==> src/rtl/tf_pkg.sv <==
package tf_pkg;
  localparam int TF_DW   = 8;
  localparam int TF_AW   = 3;
  localparam int TF_NREG = 5;
  localparam int TF_BASE = 2;

  typedef enum logic [TF_AW-1:0] {
    TF_A_DATA = 3'd0,
    TF_A_FEAT = 3'd1,
    TF_A_CNT  = 3'd2,
    TF_A_SEC  = 3'd3,
    TF_A_CLO  = 3'd4,
    TF_A_CHI  = 3'd5,
    TF_A_DH   = 3'd6,
    TF_A_CMD  = 3'd7
  } tf_addr_e;

  localparam int TF_I_CNT = 0;
  localparam int TF_I_SEC = 1;
  localparam int TF_I_CLO = 2;
  localparam int TF_I_CHI = 3;
  localparam int TF_I_DH  = 4;

  localparam logic [TF_DW-1:0] TF_DH_FIXED = 8'hA0;
endpackage

==> src/rtl/tf_decode.sv <==
module tf_decode
  import tf_pkg::*;
#(
  parameter int AW   = TF_AW,
  parameter int NREG = TF_NREG,
  parameter int BASE = TF_BASE
) (
  input  logic            cs_lo_n,
  input  logic            cs_hi_n,
  input  logic [AW-1:0]   addr,
  input  logic            rd_en,
  input  logic            wr_en,
  output logic [NREG-1:0] reg_we,
  output logic [NREG-1:0] reg_re,
  output logic            cmd_we
);
  logic tf_active;
  assign tf_active = !cs_lo_n && cs_hi_n;

  for (genvar i = 0; i < NREG; i++) begin : g_dec
    localparam logic [AW-1:0] RA = AW'(BASE + i);
    assign reg_we[i] = wr_en && tf_active && (addr == RA);
    assign reg_re[i] = rd_en && tf_active && (addr == RA);
  end

  assign cmd_we = wr_en && tf_active && (addr == TF_A_CMD);
endmodule

==> src/rtl/tf_regs.sv <==
module tf_regs
  import tf_pkg::*;
#(
  parameter int DW   = TF_DW,
  parameter int NREG = TF_NREG
) (
  input  logic                    clk,
  input  logic                    rst_n,
  input  logic [NREG-1:0]         reg_we,
  input  logic [NREG-1:0]         reg_re,
  input  logic                    cmd_we,
  input  logic [DW-1:0]           wdata,
  output logic [NREG-1:0][DW-1:0] nxt,
  output logic [DW-1:0]           rdata,
  output logic                    cmd_stb,
  output logic [DW-1:0]           cmd_byte
);
  logic [NREG-1:0][DW-1:0] q;
  logic [DW-1:0]           cmd_byte_n;

  for (genvar i = 0; i < NREG; i++) begin : g_nxt
    localparam logic [DW-1:0] FIX = (i == TF_I_DH) ? TF_DH_FIXED : '0;
    assign nxt[i] = reg_we[i] ? (wdata | FIX) : q[i];
  end

  assign cmd_byte_n = cmd_we ? wdata : cmd_byte;

  always_ff @(posedge clk or negedge rst_n) begin
    if (!rst_n) begin
      for (int i = 0; i < NREG; i++) q[i] <= (i == TF_I_DH) ? TF_DH_FIXED : '0;
      cmd_stb  <= 1'b0;
      cmd_byte <= '0;
    end else begin
      for (int i = 0; i < NREG; i++) if (reg_we[i]) q[i] <= nxt[i];
      cmd_stb <= cmd_we;
      if (cmd_we) cmd_byte <= cmd_byte_n;
    end
  end

  always_comb begin
    rdata = '0;
    for (int i = 0; i < NREG; i++) if (reg_re[i]) rdata = rdata | q[i];
  end

  AST_CMD_ONE_CYCLE: assert property (@(posedge clk) disable iff (!rst_n)
    cmd_stb |-> $past(cmd_we));
  AST_CMD_KEEPS_REGS: assert property (@(posedge clk) disable iff (!rst_n)
    (cmd_we && reg_we == '0) |=> $stable(q));
endmodule

==> src/rtl/tf_xlate.sv <==
module tf_xlate
  import tf_pkg::*;
#(
  parameter int DW   = TF_DW,
  parameter int NREG = TF_NREG,
  parameter int HW   = 4,
  parameter int LW   = 3 * DW + HW,
  parameter int CW   = DW + 1
) (
  input  logic                    clk,
  input  logic                    rst_n,
  input  logic [NREG-1:0][DW-1:0] nxt,
  input  logic                    unit_id,
  output logic                    lba_mode,
  output logic                    selected,
  output logic [LW-1:0]           lba_out,
  output logic [2*DW-1:0]         cyl_out,
  output logic [HW-1:0]           head_out,
  output logic [DW-1:0]           sec_out,
  output logic [CW-1:0]           cnt_out
);
  localparam int MODE_BIT = 6;
  localparam int DRV_BIT  = 4;

  logic              mode_n, sel_n;
  logic [LW-1:0]     lba_n;
  logic [2*DW-1:0]   cyl_n;
  logic [HW-1:0]     head_n;
  logic [DW-1:0]     sec_n;
  logic [CW-1:0]     cnt_n;

  always_comb begin
    mode_n = nxt[TF_I_DH][MODE_BIT];
    sel_n  = (nxt[TF_I_DH][DRV_BIT] == unit_id);
    lba_n  = '0;
    cyl_n  = '0;
    head_n = '0;
    sec_n  = '0;
    if (mode_n) begin
      lba_n = {nxt[TF_I_DH][HW-1:0], nxt[TF_I_CHI], nxt[TF_I_CLO], nxt[TF_I_SEC]};
    end else begin
      cyl_n  = {nxt[TF_I_CHI], nxt[TF_I_CLO]};
      head_n = nxt[TF_I_DH][HW-1:0];
      sec_n  = nxt[TF_I_SEC];
    end
    cnt_n = (nxt[TF_I_CNT] == '0) ? CW'(1 << DW) : {1'b0, nxt[TF_I_CNT]};
  end

  always_ff @(posedge clk or negedge rst_n) begin
    if (!rst_n) begin
      lba_mode <= 1'b0;
      selected <= 1'b0;
      lba_out  <= '0;
      cyl_out  <= '0;
      head_out <= '0;
      sec_out  <= '0;
      cnt_out  <= CW'(1 << DW);
    end else begin
      lba_mode <= mode_n;
      selected <= sel_n;
      lba_out  <= lba_n;
      cyl_out  <= cyl_n;
      head_out <= head_n;
      sec_out  <= sec_n;
      cnt_out  <= cnt_n;
    end
  end

  AST_LBA_HIDES_CHS: assert property (@(posedge clk) disable iff (!rst_n)
    lba_mode |-> (cyl_out == '0 && head_out == '0 && sec_out == '0));
  AST_CHS_HIDES_LBA: assert property (@(posedge clk) disable iff (!rst_n)
    !lba_mode |-> (lba_out == '0));
  AST_COUNT_NONZERO: assert property (@(posedge clk) disable iff (!rst_n)
    cnt_out != '0);
  AST_SEL_TRACKS: assert property (@(posedge clk) disable iff (!rst_n)
    $past(rst_n) |-> (selected == ($past(unit_id) == $past(nxt[TF_I_DH][DRV_BIT]))));
endmodule

==> src/rtl/tf_bank.sv <==
module tf_bank
  import tf_pkg::*;
#(
  parameter int DW   = TF_DW,
  parameter int AW   = TF_AW,
  parameter int NREG = TF_NREG,
  parameter int HW   = 4,
  parameter int LW   = 3 * DW + HW,
  parameter int CW   = DW + 1
) (
  input  logic            clk,
  input  logic            rst_n,
  input  logic            cs_lo_n,
  input  logic            cs_hi_n,
  input  logic [AW-1:0]   addr,
  input  logic            rd_en,
  input  logic            wr_en,
  input  logic [DW-1:0]   wdata,
  input  logic            unit_id,
  output logic [DW-1:0]   rdata,
  output logic            cmd_stb,
  output logic [DW-1:0]   cmd_byte,
  output logic            lba_mode,
  output logic            selected,
  output logic [LW-1:0]   lba_out,
  output logic [2*DW-1:0] cyl_out,
  output logic [HW-1:0]   head_out,
  output logic [DW-1:0]   sec_out,
  output logic [CW-1:0]   cnt_out
);
  logic [NREG-1:0]         reg_we, reg_re;
  logic                    cmd_we;
  logic [NREG-1:0][DW-1:0] nxt;

  tf_decode #(.AW(AW), .NREG(NREG), .BASE(TF_BASE)) u_dec (
    .cs_lo_n(cs_lo_n), .cs_hi_n(cs_hi_n), .addr(addr),
    .rd_en(rd_en), .wr_en(wr_en),
    .reg_we(reg_we), .reg_re(reg_re), .cmd_we(cmd_we)
  );

  tf_regs #(.DW(DW), .NREG(NREG)) u_regs (
    .clk(clk), .rst_n(rst_n), .reg_we(reg_we), .reg_re(reg_re),
    .cmd_we(cmd_we), .wdata(wdata), .nxt(nxt), .rdata(rdata),
    .cmd_stb(cmd_stb), .cmd_byte(cmd_byte)
  );

  tf_xlate #(.DW(DW), .NREG(NREG), .HW(HW), .LW(LW), .CW(CW)) u_xl (
    .clk(clk), .rst_n(rst_n), .nxt(nxt), .unit_id(unit_id),
    .lba_mode(lba_mode), .selected(selected), .lba_out(lba_out),
    .cyl_out(cyl_out), .head_out(head_out), .sec_out(sec_out), .cnt_out(cnt_out)
  );

  AST_DH_READ_FIXED: assert property (@(posedge clk) disable iff (!rst_n)
    (rd_en && !cs_lo_n && cs_hi_n && addr == TF_A_DH) |-> (rdata[7] && rdata[5]));
  AST_IDLE_READ_ZERO: assert property (@(posedge clk) disable iff (!rst_n)
    (!rd_en || cs_lo_n || !cs_hi_n) |-> (rdata == '0));
  AST_SEC_WRITE_VISIBLE: assert property (@(posedge clk) disable iff (!rst_n)
    (wr_en && !cs_lo_n && cs_hi_n && addr == TF_A_SEC) |=>
      ((lba_mode ? lba_out[DW-1:0] : sec_out) == $past(wdata)));
  AST_BAD_CS_NO_CMD: assert property (@(posedge clk) disable iff (!rst_n)
    (cs_lo_n || !cs_hi_n) |=> !cmd_stb);
endmodule

==> config.mk <==
export PLATFORM = sky130hd
export DESIGN_NAME = tf_bank
export DESIGN_NICKNAME = d
export VERILOG_FILES = /design/src/rtl/tf_pkg.sv /design/src/rtl/tf_decode.sv /design/src/rtl/tf_regs.sv /design/src/rtl/tf_xlate.sv /design/src/rtl/tf_bank.sv
export SDC_FILE = /design/constraint.sdc
export NUM_CORES = 1
export LEC_CHECK = 0
export BUFFER_PORTS_ARGS = -buffer_cell sky130_fd_sc_hd__clkbuf_2
export CAP_MARGIN = 25
export CORE_MARGIN = 2
export CORE_UTILIZATION = 40
export CTS_CLUSTER_SIZE = 28
export DETAILED_ROUTE_END_ITERATION = 7
export SLEW_MARGIN = 20
export SYNTH_ARGS = -nofsm -noshare
export SYNTH_HDL_FRONTEND = slang
export SYNTH_HIERARCHICAL = 1
export SYNTH_SLANG_ARGS = --single-unit
==> constraint.sdc <==
create_clock -name clk -period 4.05 [get_ports clk]
set_input_delay 0.81 -clock clk [delete_from_list [all_inputs] [get_ports clk]]
set_output_delay 0.81 -clock clk [all_outputs]
set_load 0.02 [all_outputs]
* After elaboration in Yosys (flattened, before gate mapping)
Index checks and enable logic that the tools add are counted.
Widths: inputs -> output; s select.
** Cells by class
- Add/subtract/negate cells :: 0
- Multipliers :: 0
- Div/mod/pow operators :: 0
- Magnitude comparators :: 0
- Equal/unequal tests :: 7
- Shifts and indexed selects :: 0
- Mux-type cells :: 15
- Bitwise logic cells :: 4
- Reduce and logical (&&, ||, !) cells :: 16
** Operators with widths (number)
- $mux 8 :: 10
- $or 8x8->8 :: 4
- $mux 28 :: 1
- $mux 16 :: 1
- $logic_and 1x1->1 :: 14
- $eq 3x3->1 const B :: 4
- $mux 9 :: 1
- $logic_not 8->1 :: 1
- $mux 7 :: 1
- $eq 3x2->1 const B :: 2
- $mux 4 :: 1
- $eq 1x1->1 :: 1
- $logic_not 1->1 :: 1
** Storage, ports and cells
- Register bits :: 114
- Latch bits :: 0
- RAM bits :: 0
- Memory bits (read-only) :: 0
- Input port bits :: 18
- Output and inout port bits :: 84
- Word-level logic and storage cells :: 56
- Memories :: 0

* Longest topological paths before layout
Gate-level depths: netlist of run 1.
- Depth after elaboration :: 13
- Depth in mapped cells :: 8
- Gate-level depth less buffers :: 5

* Hierarchy
The synthesis of run 1 kept the hierarchy.
** Modules (own cells, without submodules)
- tf_regs :: instances 1, cells an instance 182, area each 2735.1 um^2, seq. area each 1228.7 um^2
- tf_xlate :: instances 1, cells an instance 141, area each 2129.5 um^2, seq. area each 1677.9 um^2
- tf_decode :: instances 1, cells an instance 19, area each 132.6 um^2, seq. area each 0.0 um^2

* Least setup slack after synthesis of run 1
Ideal clock, no wire load.
- Path kind :: input port to output port
- Start :: input cs_lo_n
- End :: output rdata[0]
- Arrival :: 1782 ps
- Required time :: 3240 ps
- Slack :: 1458 ps
- Cell stages on the path :: 4
- Path buffers :: 0
- Cells stage by stage :: nand2b_4 > nor4_2 > a222oi_1 > nand2_1
** On the way
- Word-level cells in the longest chain between the ends :: 13
- Elaborated cells between the ends (all ways) :: 17
- Classes of those cells :: mux: 5; bitwise: 4; reduce/logical: 8
** Ends and longest elaborated chain
- start: declaration :: line tf_bank.sv:13 : input logic cs_lo_n,
- $logic_not 1->1 * :: line tf_decode.sv:18 : assign tf_active = !cs_lo_n && cs_hi_n;
- $logic_and 1x1->1 * :: line tf_decode.sv:18
- $logic_and 1x1->1 * (2 in series) :: line tf_decode.sv:23 : assign reg_re[i] = rd_en && tf_active && (addr == RA);
- named net reg_re[0] :: line tf_bank.sv:31 : logic [NREG-1:0] reg_we, reg_re;
- $mux 8 * :: line tf_regs.sv:42 : for (int i = 0; i < NREG; i++) if (reg_re[i]) rdata = rdata | q[i];
- $or 8x8->8 :: line tf_regs.sv:42
- $mux 8 * :: line tf_regs.sv:42
- $or 8x8->8 :: line tf_regs.sv:42
- $mux 8 * :: line tf_regs.sv:42
- $or 8x8->8 :: line tf_regs.sv:42
- $mux 8 * :: line tf_regs.sv:42
- $or 8x8->8 :: line tf_regs.sv:42
- $mux 8 * :: line tf_regs.sv:42
- end: declaration :: line tf_bank.sv:20 : output logic [DW-1:0] rdata,
Mark *: on every way through the listed nets, which the timed path passes. The rest lies on a longest branch.

* Final worst setup path of run 1
Same ends and word-level chain as after synthesis.

==> flow_metrics.env, run 1 <==
export IMPL_syn_nets=358
export IMPL_status="finished, final reports clean"
export IMPL_cts_sinks=116
export IMPL_fin_crit_ps=3260
export IMPL_io_buffers=101
export IMPL_globalplace_congestion=0.790
export IMPL_vias=2937
export IMPL_worst_path_max_fanout=8
export IMPL_routedWlPerCell_um=17.1
export IMPL_syn_area_per_cell_um2=14.7
export IMPL_ios=102
export IMPL_crit_required_ps=3240
export IMPL_antenna_left=0
export IMPL_layoutNonFillerInstCount=614
export IMPL_syn_instance_count=340
export IMPL_htreeDepth=4
export IMPL_grt_pass1_wl_um=16200
export IMPL_synth_area_um2=4980
export IMPL_clock_path_buffers=2
export IMPL_timing_max_cap_violations=0
export IMPL_slew_limit_headroom_pct=35.7
export IMPL_wl_um=10500
export IMPL_grtUsageTotal_pct=16.7
export IMPL_die_w_um=116
export IMPL_cts_tree="built"
export IMPL_rsz0062_at_grt="no"
export IMPL_firstDrtPassIters=5
export IMPL_place_hpwl_um=7270
export IMPL_power_density_nw_per_um2=622
export IMPL_crit_arrival_ps=2450
export IMPL_cts_hold_buffers=0
export IMPL_leakage_uw=0.00310
export IMPL_die_area_um2=13400
export IMPL_drtIter0Drc=230
export IMPL_cts_buffers=17
export IMPL_end_kind="primary output"
export IMPL_remaining_drc_errors=0
export IMPL_start_util_pct=41.2
export IMPL_viasPerCell=4.78
export IMPL_hold_violations=0
export IMPL_fin_crit_sh_pct=80.5
export IMPL_yosys_warnings=6
export IMPL_clkTransAtPathRegs_ps=50
export IMPL_cts_setup_buffers=0
export IMPL_grt_pass1_vias=2926
export IMPL_grt_max_degree=58
export IMPL_cts_root_buf="clkbuf_16"
export IMPL_fmax_mhz=307
export IMPL_antenna_cells=0
export IMPL_antenna_found_initial=0
export IMPL_tightestPinTransition_ps=957
export IMPL_grt_overflow_total=0
export IMPL_fillers=1083
export IMPL_clk_latency_ps=410
export IMPL_setup_viol=0
export IMPL_whs_ps=357
export IMPL_skew_ps=5.33
export IMPL_ir_worst_vdd_v=0.000248
export IMPL_regArea_um2=2910
export IMPL_multi_input_area_um2=1840
export IMPL_hold_path_class="in -> async"
export IMPL_rows=40
export IMPL_core_um2=12100
export IMPL_criticalPathCategory="in -> out"
export IMPL_dp_cells=582
export IMPL_cts_repair_resized=0
export IMPL_startpoint_type="primary input"
export IMPL_die_height_um=116
export IMPL_syn_to_final_growth_pct=24.5
export IMPL_nets=451
export IMPL_slew_violations=0
export IMPL_layout_drive_gt1_share_pct=52.7
export IMPL_setup_tns_ps=0
==> cell type report <==
class	instances	area share, %
tap	168	3.39
multi-input combinational	189	29.6
clock buffer	19	7.30
timing repair buffer	109	9.16
sequential	116	46.8
clock inverter	13	3.69
==> per-layer routing <==
layer	GRT usage, %	share of wire (%)	vias up
met5	0	0	-
met4	5.95	1.5	0
met3	5.75	6.7	10
met2	25.6	48	106
met1	22.1	44	1471
li1	-	-	1350
==> worst paths after layout <==
check                                    from                  to  slack [ps]  cells past startpoint
max reg2reg                       u_regs/q[0]     u_xl/cnt_out[8]        2610                      3
min reg2reg                u_regs/cmd_byte[6]  u_regs/cmd_byte[6]         510                      1
max                                   cs_lo_n            rdata[0]         790                      6
max in group asynchronous               rst_n    u_xl/cyl_out[15]        2780                      2
min in group clk           u_regs/cmd_byte[6]  u_regs/cmd_byte[6]         510                      1
min                                     rst_n         u_regs/q[4]         360                      1
==> cell usage in the layout, fill, tap and decap left out <==
cell type / n
clkbuf_2: 100
and2b_1: 10
dfstp_2: 3
nand2b_4: 1
clkinv_2: 2
nor2b_1: 18
buf_4: 9
dfrtp_1: 113
xnor2_1: 1
nor4_2: 1
clkbuf_8: 2
clkinv_4: 1
bufinv_16: 6
nor3_1: 1
nand4bb_1: 3
a222oi_1: 8
or4_1: 2
a22oi_1: 8
clkinvlp_4: 4
nand2_1: 11
nor2_1: 7
and2_1: 28
or2_2: 2
mux2_4: 46
mux2_2: 38
nor3_2: 2
clkbuf_16: 17
nand2b_1: 1
nor4_4: 1
==> critical path, cell delays in order <==
cell and delay, ps:
clkbuf_2 100, nand2b_4 180, nor4_2 780, a222oi_1 260
nand2_1 140, clkbuf_2 180
==> stage by stage <==
step | worst slack [ps] | power, uW | utilization, % | area (um2)
final | 791 | 3860 | 51.2 | 6200
after global routing | 695 | 4020 | 51.2 | 6200
after CTS | 853 | 3910 | 51.2 | 6200
after detailed placement | 858 | 2190 | 45.6 | 5520
after global placement | 830 | 2180 | 45.6 | 5520
after floorplan | 1460 | 1950 | - | 4980
==> state kept, by name, summed over array words and instances (netlist names) <==
register         flops
u_regs/q            40
u_xl/lba_out        28
u_xl/cyl_out        16
u_xl/cnt_out         9
u_regs/cmd_byte      8
u_xl/sec_out         8
u_xl/head_out        4
u_regs/cmd_stb       1
u_xl/lba_mode        1
u_xl/selected        1
==> power by group <==
| group | switching, uW | internal [uW] | leakage (uW) | total (uW) |
|---|---|---|---|---|
| logic | 372 | 317 | 0.00127 | 689 |
| clock network | 510 | 1180 | 0.000321 | 1690 |
| registers | 109 | 1360 | 0.00151 | 1470 |
Note: power is estimated with default switching activity, not from simulation.
==> inputs of run 2 (changes only) <==
==> constraint.sdc (replaced) <==
create_clock -name clk -period 2.9 [get_ports clk]
set_input_delay 0.58 -clock clk [delete_from_list [all_inputs] [get_ports clk]]
set_output_delay 0.58 -clock clk [all_outputs]
set_load 0.02 [all_outputs]
==> flow_metrics.env, run 2 (same netlist as run 1, synthesis figures left out) <==
export IMPL_critPathSlowestCell="nor3_2"
export IMPL_fin_area_um2=6180
export IMPL_grtUsageTotal_pct=16.7
export IMPL_cts_repair_resized=1
export IMPL_setup_viol=0
export IMPL_fin_crit_ps=2560
export IMPL_final_cell_mix="113 x dfrtp_1, 100 x clkbuf_2, 46 x mux2_4, 38 x mux2_2, 28 x and2_1"
export IMPL_slew_limit_headroom_pct=53.1
export IMPL_largest_register="u_regs/q"
export IMPL_antenna_left=0
export IMPL_path_common_cell="clkbuf_2"
export IMPL_reg_largest_list="u_regs/q (40), u_xl/lba_out (28), u_xl/cyl_out (16)"
export IMPL_status="finished, final reports clean"
export IMPL_fin_crit_sh_pct=88.2
export IMPL_cts_sinks=116
export IMPL_crit_family="simple AND/OR/NAND/NOR gates"
export IMPL_dp_slack_ps=-62.9
export IMPL_startpoint_type="primary input"
export IMPL_routedWlPerCell_um=17.0
export IMPL_die_height_um=116
export IMPL_grtUsageMet1_pct=22.1
export IMPL_grt_busiest_layer="met2"
export IMPL_grtUsageMet2_pct=24.8
export IMPL_viasPerCell=4.79
export IMPL_cts_root_buf="clkbuf_16"
export IMPL_nets=453
export IMPL_ir_worst_vdd_v=0.000398
export IMPL_syn_to_final_growth_pct=24.0
export IMPL_place_hpwl_um=7030
export IMPL_worst_path_max_fanout=8
export IMPL_crit_required_ps=2320
export IMPL_layoutNonFillerInstCount=616
export IMPL_place_area_um2=5550
export IMPL_final_common_cell="dfrtp_1"
export IMPL_drtIter0Drc=214
export IMPL_rows=40
export IMPL_grt_overflow_total=0
export IMPL_grtUsageMet3_pct=4.86
export IMPL_rsz0062_at_grt="no"
export IMPL_cts_setup_buffers=0
export IMPL_start_util_pct=41.2
export IMPL_remaining_drc_errors=0
export IMPL_end_kind="primary output"
export IMPL_antenna_cells=0
export IMPL_skew_ps=6.16
export IMPL_ios=102
export IMPL_dp_cells=584
export IMPL_firstDrtPassIters=5
export IMPL_globalplace_congestion=0.822
export IMPL_htreeDepth=4
export IMPL_leakage_uw=0.00310
export IMPL_crit_arrival_ps=1980
export IMPL_timing_max_cap_violations=0
export IMPL_die_w_um=116
export IMPL_grt_pass1_vias=2996
export IMPL_criticalPathCategory="in -> out"
export IMPL_clkTransAtPathRegs_ps=50
export IMPL_power_density_nw_per_um2=842
export IMPL_antenna_found_initial=0
export IMPL_grt_pass1_wl_um=16200
export IMPL_largest_register_ffs=40
export IMPL_tightestPinTransition_ps=699
export IMPL_slew_violations=0
export IMPL_fmax_mhz=391
export IMPL_hold_violations=0
export IMPL_critPathMaxStageDelay_ps=540
export IMPL_grt_max_degree=117
export IMPL_cp_cell_sequence="clkbuf_2 > nand2b_1 > nor3_2 > a222oi_1 > nand2_1 > clkbuf_2"
export IMPL_whs_ps=203
export IMPL_io_buffers=101
export IMPL_setup_ws_ps=343
export IMPL_layout_drive_gt1_share_pct=52.7
export IMPL_critical_path_buf_inv_count=2
export IMPL_hold_path_class="in -> async"
export IMPL_cts_tree="built"
export IMPL_die_area_um2=13400
export IMPL_cts_hold_buffers=0
export IMPL_cts_buffers=17
export IMPL_clock_path_buffers=2
export IMPL_post_route_util_pct=51.0
export IMPL_clk_latency_ps=410
export IMPL_wl_um=10400
export IMPL_vias=2948
export IMPL_core_um2=12100
## run 2: cell types whose count changed in the layout (fill, tap and decap cells not counted), sizes merged
cell and change:
clkinvlp -3, clkinv +2, buf +2, bufinv -2
clkbuf +3
## run 2: power breakdown
group / total, uW / leakage, uW / internal [uW] / switching [uW]
Clock: 2190 / 0.000310 / 1500 / 692
Combinational: 963 / 0.00128 / 444 / 519
Sequential: 2060 / 0.00151 / 1910 / 151
## run 2: final timing paths
check / depth (start not counted) / slack [ps] / end / startpoint
hold reg to reg: 1 / 500 / u_regs/cmd_byte[6] / u_regs/cmd_byte[6]
max in group asynchronous: 2 / 2160 / u_regs/q[22] / rst_n
setup / recovery: 6 / 340 / rdata[6] / addr[0]
min in group clk: 2 / 360 / u_xl/selected / unit_id
hold / removal: 2 / 200 / u_xl/cnt_out[7] / rst_n
setup reg to reg: 3 / 1460 / u_xl/cnt_out[8] / u_regs/q[5]
## run 2: stage by stage
| step | total power [uW] | setup TNS (ps) |
|---|---|---|
| floorplan | 2720 | 0 |
| global placement | 3040 | 0 |
| detailed placement | 3060 | -62.9 |
| CTS | 5280 | 0 |
| global route | 5450 | 0 |
| finish | 5210 | 0 |
## run 2: routing by layer
layer | routed length (um) | vias to the layer above
li1 | - | 1351
met2 | 4840 | 107
met1 | 4790 | 1469
met4 | 256 | 0
met3 | 557 | 21
met5 | 0 | -
## run 2: worst register-to-register path, cell delays in order (launching register included)
cell	delay, ps
dfrtp_1	440
mux2_4	310
or4_1	510
nor2_1	120
## run 2: cell type report
cell class,instances,area (um2)
clock inverters,10,153
well taps,168,210
flip-flops and latches,116,2910
repair buffers,111,596
multi-input cells,189,1840
fillers,1065,5930
clock buffers,22,474
